$ cat src/rtl/svcstat_pkg.sv
package svcstat_pkg;
  localparam int STB_W    = 8;
  localparam int ERR_POS  = 2;
  localparam int QUES_POS = 3;
  localparam int MAV_POS  = 4;
  localparam int ESB_POS  = 5;
  localparam int MSS_POS  = 6;
  localparam int OPER_POS = 7;
  // positions that may take part in summaries and requests
  localparam logic [STB_W-1:0] MSS_EXCL = ~(STB_W'(1) << MSS_POS);
endpackage

$ cat src/rtl/svcstat_summary.sv
module svcstat_summary #(
  parameter int W = 8
) (
  input  logic [W-1:0] bits_i,
  input  logic [W-1:0] en_i,
  output logic         sum_o
);
  logic [W-1:0] hit;
  generate
    if (W == 1) begin : g_single
      assign hit   = bits_i & en_i;
      assign sum_o = hit[0];
    end else begin : g_multi
      assign hit   = bits_i & en_i;
      assign sum_o = |hit;
    end
  endgenerate
endmodule

$ cat src/rtl/svcstat_mask_reg.sv
module svcstat_mask_reg
  import svcstat_pkg::*;
(
  input  logic             clk,
  input  logic             rst_n,
  input  logic             wr_en_i,
  input  logic [STB_W-1:0] wr_data_i,
  output logic [STB_W-1:0] mask_o
);
  logic [STB_W-1:0] mask_q;

  always_ff @(posedge clk) begin
    if (!rst_n)       mask_q <= '0;
    else if (wr_en_i) mask_q <= wr_data_i;
  end

  assign mask_o = mask_q;

  AST_MASK_LOAD: assert property (@(posedge clk) disable iff (!rst_n) wr_en_i |=> (mask_o == $past(wr_data_i)));
endmodule

$ cat src/rtl/svcstat_srq_edge.sv
module svcstat_srq_edge
  import svcstat_pkg::*;
(
  input  logic             clk,
  input  logic             rst_n,
  input  logic [STB_W-1:0] stb_i,
  input  logic [STB_W-1:0] mask_i,
  output logic             srq_o
);
  logic [STB_W-1:0] prev_q;
  logic [STB_W-1:0] eff_mask;
  logic [STB_W-1:0] rise;
  logic             srq_q;
  logic             seen_q;

  assign eff_mask = mask_i & MSS_EXCL;
  assign rise     = stb_i & ~prev_q & eff_mask;

  always_ff @(posedge clk) begin
    if (!rst_n) begin
      prev_q <= '0;
      srq_q  <= 1'b0;
      seen_q <= 1'b0;
    end else begin
      prev_q <= stb_i;
      srq_q  <= |rise;
      seen_q <= 1'b1;
    end
  end

  assign srq_o = srq_q;

  AST_SRQ_CAUSE: assert property (@(posedge clk) disable iff (!rst_n) srq_o |-> $past(|(stb_i & eff_mask)));
  AST_NO_REPEAT: assert property (@(posedge clk) disable iff (!rst_n) (seen_q && $stable(stb_i)) |=> !srq_o);
endmodule

$ cat src/rtl/instr_svc_status.sv
module instr_svc_status
  import svcstat_pkg::*;
#(
  parameter int QUES_W = 16,
  parameter int OPER_W = 16,
  parameter int EVT_W  = 8
) (
  input  logic              clk,
  input  logic              rst_n,
  input  logic              err_nonempty_i,
  input  logic              msg_avail_i,
  input  logic [EVT_W-1:0]  evt_bits_i,
  input  logic [EVT_W-1:0]  evt_en_i,
  input  logic [QUES_W-1:0] ques_bits_i,
  input  logic [QUES_W-1:0] ques_en_i,
  input  logic [OPER_W-1:0] oper_bits_i,
  input  logic [OPER_W-1:0] oper_en_i,
  input  logic              mask_wr_en_i,
  input  logic [7:0]        mask_wr_data_i,
  output logic [7:0]        status_o,
  output logic [7:0]        mask_o,
  output logic              srq_o
);
  logic             ques_sum, oper_sum, evt_sum;
  logic [STB_W-1:0] base_stb;
  logic [STB_W-1:0] full_stb;
  logic [STB_W-1:0] mask_w;
  logic             mss;

  svcstat_summary #(.W(QUES_W)) u_ques_sum (.bits_i(ques_bits_i), .en_i(ques_en_i), .sum_o(ques_sum));
  svcstat_summary #(.W(OPER_W)) u_oper_sum (.bits_i(oper_bits_i), .en_i(oper_en_i), .sum_o(oper_sum));
  svcstat_summary #(.W(EVT_W))  u_evt_sum  (.bits_i(evt_bits_i),  .en_i(evt_en_i),  .sum_o(evt_sum));

  svcstat_mask_reg u_mask (
    .clk       (clk),
    .rst_n     (rst_n),
    .wr_en_i   (mask_wr_en_i),
    .wr_data_i (mask_wr_data_i),
    .mask_o    (mask_w)
  );

  always_comb begin
    base_stb           = '0;
    base_stb[ERR_POS]  = err_nonempty_i;
    base_stb[QUES_POS] = ques_sum;
    base_stb[MAV_POS]  = msg_avail_i;
    base_stb[ESB_POS]  = evt_sum;
    base_stb[OPER_POS] = oper_sum;
  end

  assign mss = |(base_stb & mask_w & MSS_EXCL);

  always_comb begin
    full_stb          = base_stb;
    full_stb[MSS_POS] = mss;
  end

  svcstat_srq_edge u_edge (
    .clk    (clk),
    .rst_n  (rst_n),
    .stb_i  (full_stb),
    .mask_i (mask_w),
    .srq_o  (srq_o)
  );

  assign status_o = full_stb;
  assign mask_o   = mask_w;

  AST_MSS_MATCH: assert property (@(posedge clk) disable iff (!rst_n) status_o[MSS_POS] == |(status_o & mask_o & MSS_EXCL));
  AST_QUES_MASKED: assert property (@(posedge clk) disable iff (!rst_n) (ques_en_i == '0) |-> !status_o[QUES_POS]);
endmodule

$ cat config.mk
export PLATFORM = sky130hd
export DESIGN_NAME = instr_svc_status
export DESIGN_NICKNAME = d
export VERILOG_FILES = /design/src/rtl/svcstat_pkg.sv /design/src/rtl/svcstat_summary.sv /design/src/rtl/svcstat_mask_reg.sv /design/src/rtl/svcstat_srq_edge.sv /design/src/rtl/instr_svc_status.sv
export SDC_FILE = /design/constraint.sdc
export NUM_CORES = 1
export LEC_CHECK = 0
export BUFFER_PORTS_ARGS = -buffer_cell sky130_fd_sc_hd__buf_4
export CAP_MARGIN = 20
export CORE_ASPECT_RATIO = 1.5
export CORE_UTILIZATION = 33
export DETAILED_ROUTE_END_ITERATION = 7
export PLACE_DENSITY = 0.88
export SETUP_SLACK_MARGIN = 0.2
export SYNTH_ARGS = -nofsm -noshare
export SYNTH_HDL_FRONTEND = slang
export SYNTH_SLANG_ARGS = --single-unit
$ cat constraint.sdc
create_clock -name clk -period 4.31 [get_ports clk]
set_input_delay 0.862 -clock clk [delete_from_list [all_inputs] [get_ports clk]]
set_output_delay 0.862 -clock clk [all_outputs]
set_load 0.01 [all_outputs]
# Word level (Yosys, flattened, before mapping)
# Cells that the tools add are included.
[op_classes]
bitwise_logic = 7
n_reduce_logical = 5
[ops]
columns = ["op", "n"]
rows = [
  ["bitwise AND 16 bit", 2],
  ["bitwise AND 8 bit", 4],
  ["OR reduction 16 bit", 2],
  ["OR reduction 8 bit", 2],
  ["NOT 8 bit", 1],
  ["OR reduction 7 bit", 1],
]
[word_totals]
regBits = 17
inputBits = 93
out_inout_bits = 17
elab_cells = 16

# Logic depth before layout (Yosys ltp)
[depth]
word_depth = 7
depth_mapped = 6
depth_no_buf = 5

# Cells and area by module
# Synthesis repeated with hierarchy kept, for this count alone.
[hier_totals]
cells_unflattened = 87
area_unflattened_um2 = 890.9
[by_module_without_submodules]
columns = ["module", "n_inst", "cells_each", "area_each_um2", "seq_area_each_um2"]
rows = [
  ["svcstat_mask_reg", 1, 25, 301.5, 160.2],
  ["svcstat_srq_edge", 1, 27, 265.3, 160.2],
  ["svcstat_summary at u_oper_sum ...", 2, 9, 101.3, 0.0],
  ["instr_svc_status", 1, 12, 85.1, 0.0],
  ["svcstat_summary at u_evt_sum", 1, 5, 36.3, 0.0],
]

# Least setup slack after synthesis
# No wires, ideal clock.
[synth_timing]
path_kind = "input to output"
from = "input port ques_bits_i[4]"
to = "output port status_o[6]"
arrival_time_ps = 1710
t_required_ps = 3448
path_slack_ps = 1738
path_stages = 6
n_path_buf = 1
cell_sequence = "a22o_1 > a221oi_2 > nand4_2 > nand2_1 > nand3_1 > buf_4"
[synth_between]
elab_chain_len = 4
[synth_rtl]
columns = ["item", "line_no", "rtl"]
rows = [
  ["from (decl)", "instr_svc_status.sv:14", "input logic [QUES_W-1:0] ques_bits_i,"],
  ["bitwise AND 16 bit", "svcstat_summary.sv:14", "assign hit = bits_i & en_i;"],
  ["OR reduction 16 bit", "svcstat_summary.sv:15", "assign sum_o = |hit;"],
  ["via ques_sum", "instr_svc_status.sv:24", "logic ques_sum, oper_sum, evt_sum;"],
  ["bitwise AND 8 bit", "instr_svc_status.sv:51", "assign mss = |(base_stb & mask_w & MSS_EXCL);"],
  ["OR reduction 7 bit", "instr_svc_status.sv:51", ""],
  ["to (decl)", "instr_svc_status.sv:20", "output logic [7:0] status_o,"],
]
# The timed path passes the listed nets, and every way through them passes these cells.

# Final worst setup path
[layout_timing]
from = "input port ques_bits_i[5]"
to = "output port status_o[6]"
[layout_between]
elab_chain_len = 4
[layout_rtl]
columns = ["item", "line_no"]
rows = [
  ["bitwise AND 16 bit", "svcstat_summary.sv:14"],
  ["OR reduction 16 bit", "svcstat_summary.sv:15"],
  ["bitwise AND 8 bit", "instr_svc_status.sv:51"],
  ["OR reduction 7 bit", "instr_svc_status.sv:51"],
]
# Every way passes these cells.

==> run metrics <==
outcome=complete, no violations; DRC Markers=0; leak pwr=0.8437 nW; Routed WL=3068 um; met2 Track Usage GR=48.08%; total track usage=24.24%; design area=1620 sq um; Placed Area=1584 sq um; critical path, cell by cell=buf_4 -> a22o_1 -> a221oi_2 -> nand4_2 -> nand2_1 -> nand3_1 -> buf_4; H-Tree Depth=1; Most common cell on crit path=buf_4; grt met3 use=3.757%; CTS tree=done; total buffers and inverters traversed by the critical path=2; GR Util met1=21.20%; mux cell area share after synthesis=9.846%; RSZ-0062 raised after global routing=false; Hold-fix buffers, CTS=0; Synth Instances=81; initial core utilization=35.58%; Levels on crit path=7; DR WL/cell=14.82 um; die area=2671 sq um; Port Buffers=107; Setup crit start kind=input pin; P&R area growth vs syn=99.23%; R2R depth=4; Top Ports=110; leading cell type in the layout, fill and taps excluded=buf_4; vias per cell=5.227; simple-gate portion of the synthesized area=15.69%; critical-path maximum fanout=4; Vias=1082; final net count=278; RD Place Congestion=0.9059; largest net degree at the start of global routing=10; synth warn=0; global-route wire length before repair=4905 um; worst min path class=flip-flop to flip-flop; overall die width=42.54 um; worst-case vdd ir drop=0.1106 mV; FF+latch count, synth=14; TritonCTS buffer count=3; endpoint class of the critical path=output port; DR pass1 iterations=4; xor/xnor cell area share of the yosys netlist=0%; critical path startpoint=ques_bits_i[5]; fin. max-slew vios=0; synthesized area=813.3 sq um; Root Buffer=clkbuf_4; FP Rows=21; total power=0.0003594 W; Hold Vio Cnt, Final=0; max frequency=0.3560 GHz; post-synthesis compound-gate area fraction=30.62%; Synth Area per Inst=10.04 sq um; Fillers=184; most used routing layer=met2; Die H=62.80 um; Worst-path clk slew=80 ps; proportion of layout cells with a drive suffix above 1=65.76%; Setup TNS=0 ps; crit-path max cell delay=250 ps; Setup crit end=status_o[6]; Setup violations, final=0; Post-Synth Adder-Cell Area=0%; Diodes inserted=0; Synth cell types=20; clk_lat worst skew=280 ps; most frequent cells in the layout=107 x buf_4, 14 x dfxtp_1; P per Cell Area=221.8 nW/um^2; Core ar.=2286 sq um; Top delay family on crit path=compound AO/OA/AOI/OAI gates; hold slack=510.1 ps; Worst R2R Start=u_mask.mask_o[2]; min Tclk post-route=2809 ps; vias in the first global route=1198; antenna-violating nets left=0; Post-CTS Resized=0; largest family of logic cells by synthesized area=compound AO/OA/AOI/OAI gates; capture point of the worst reg-to-reg path=u_edge.srq_o; Crit-path slowest cell=a22o_1; skew final=1.196 ps; # Post-CTS Setup Buffers=0; Clock Path Buffers=2; WP data arrival=1950 ps; DR iter-0 viols=15; # clock sinks=14; R2R Setup Slk=3450 ps; Critical Path RT=3450 ps; post-layout util=70.88%; CP Class=input pin to output port; final period utilization=65.17%; max cap viols=0; gr ovfl total=0; Post-DP HPWL=2747 um; initial antenna violation count=0; sequential fraction of the synthesis area=34.46%
flip-flops by register name, summed over array words and instances (netlist names):
name,count
u_edge.srq_o,1
u_mask.mask_o,8
u_edge.prev_q,5
worst register-to-register path, stage by stage, from the launching register on:
cell and delay, ps:
dfxtp_1 390, nand2_1 60, o22ai_1 150, a31oi_1 70
a31oi_1 130
where the power goes:
| group | total, W | internal, W | switching (W) |
|---|---|---|---|
| Clock | 0.0000943 | 0.0000514 | 0.0000428 |
| Combinational | 0.000123 | 0.0000821 | 0.0000411 |
| Sequential | 0.000142 | 0.000137 | 0.00000460 |
synthesized netlist by cell type (all sizes together):
library cell	n	share of area, %
dfxtp	14	34
buf	9	8.0
a221oi	8	15
a22o	8	8.6
mux2i	8	9.8
nor2	8	3.7
and2	5	3.8
a22oi	4	3.7
nand2	4	1.8
nand4	3	3.8
a31oi	2	1.5
nand3b	2	1.8
a222oi	1	1.2
clkinv	1	0.46
conb	1	0.46
inv	1	0.46
nand3	1	0.61
o22ai	1	0.77
kinds of logic after synthesis:
kind of cell           count (synthesis)
AO/OA/AOI/OAI                         24
AND/OR/NAND/NOR                       23
flip-flops                            14
buffers and inverters                 11
multiplexers                           8
other                                  1
worst min-delay path by stage:
stage | cells past startpoint | slack, ps | endpoint | startpoint
2_1_floorplan | 2 | 490 | u_edge.srq_o | u_edge.prev_q[7]
3_3_place_gp | 2 | 480 | u_mask.mask_o[0] | u_mask.mask_o[0]
3_5_place_dp | 2 | 490 | u_mask.mask_o[1] | u_mask.mask_o[1]
4_1_cts | 2 | 510 | u_mask.mask_o[1] | u_mask.mask_o[1]
5_1_grt | 2 | 560 | u_mask.mask_o[1] | u_mask.mask_o[1]
6_report | 2 | 510 | u_mask.mask_o[1] | u_mask.mask_o[1]
metal layers:
metal | wire length [um] | vias up
met4 | 112 | 0
li1 | - | 513
met3 | 205 | 12
met2 | 1817 | 64
met1 | 933 | 493
met5 | 0 | -
layout make-up:
| cell class | instances | area [sq um] | area share [%] |
|---|---|---|---|
| Tap cell | 23 | 28.78 | 1.776 |
| Multi-Input combinational cell | 57 | 464.2 | 28.65 |
| Inverter | 2 | 7.507 | 0.4633 |
| Sequential cell | 14 | 280.3 | 17.30 |
| Timing Repair Buffer | 107 | 803.3 | 49.58 |
| Clock buffer | 4 | 36.28 | 2.239 |
through the flow:
step           instances  worst slack (ps)
2_1_floorplan         82              1738
3_3_place_gp         203              1535
3_5_place_dp         203              1508
4_1_cts              207              1508
5_1_grt              207              1409
6_report             207              1501
No activity file was read; power rests on OpenSTA's default activity.
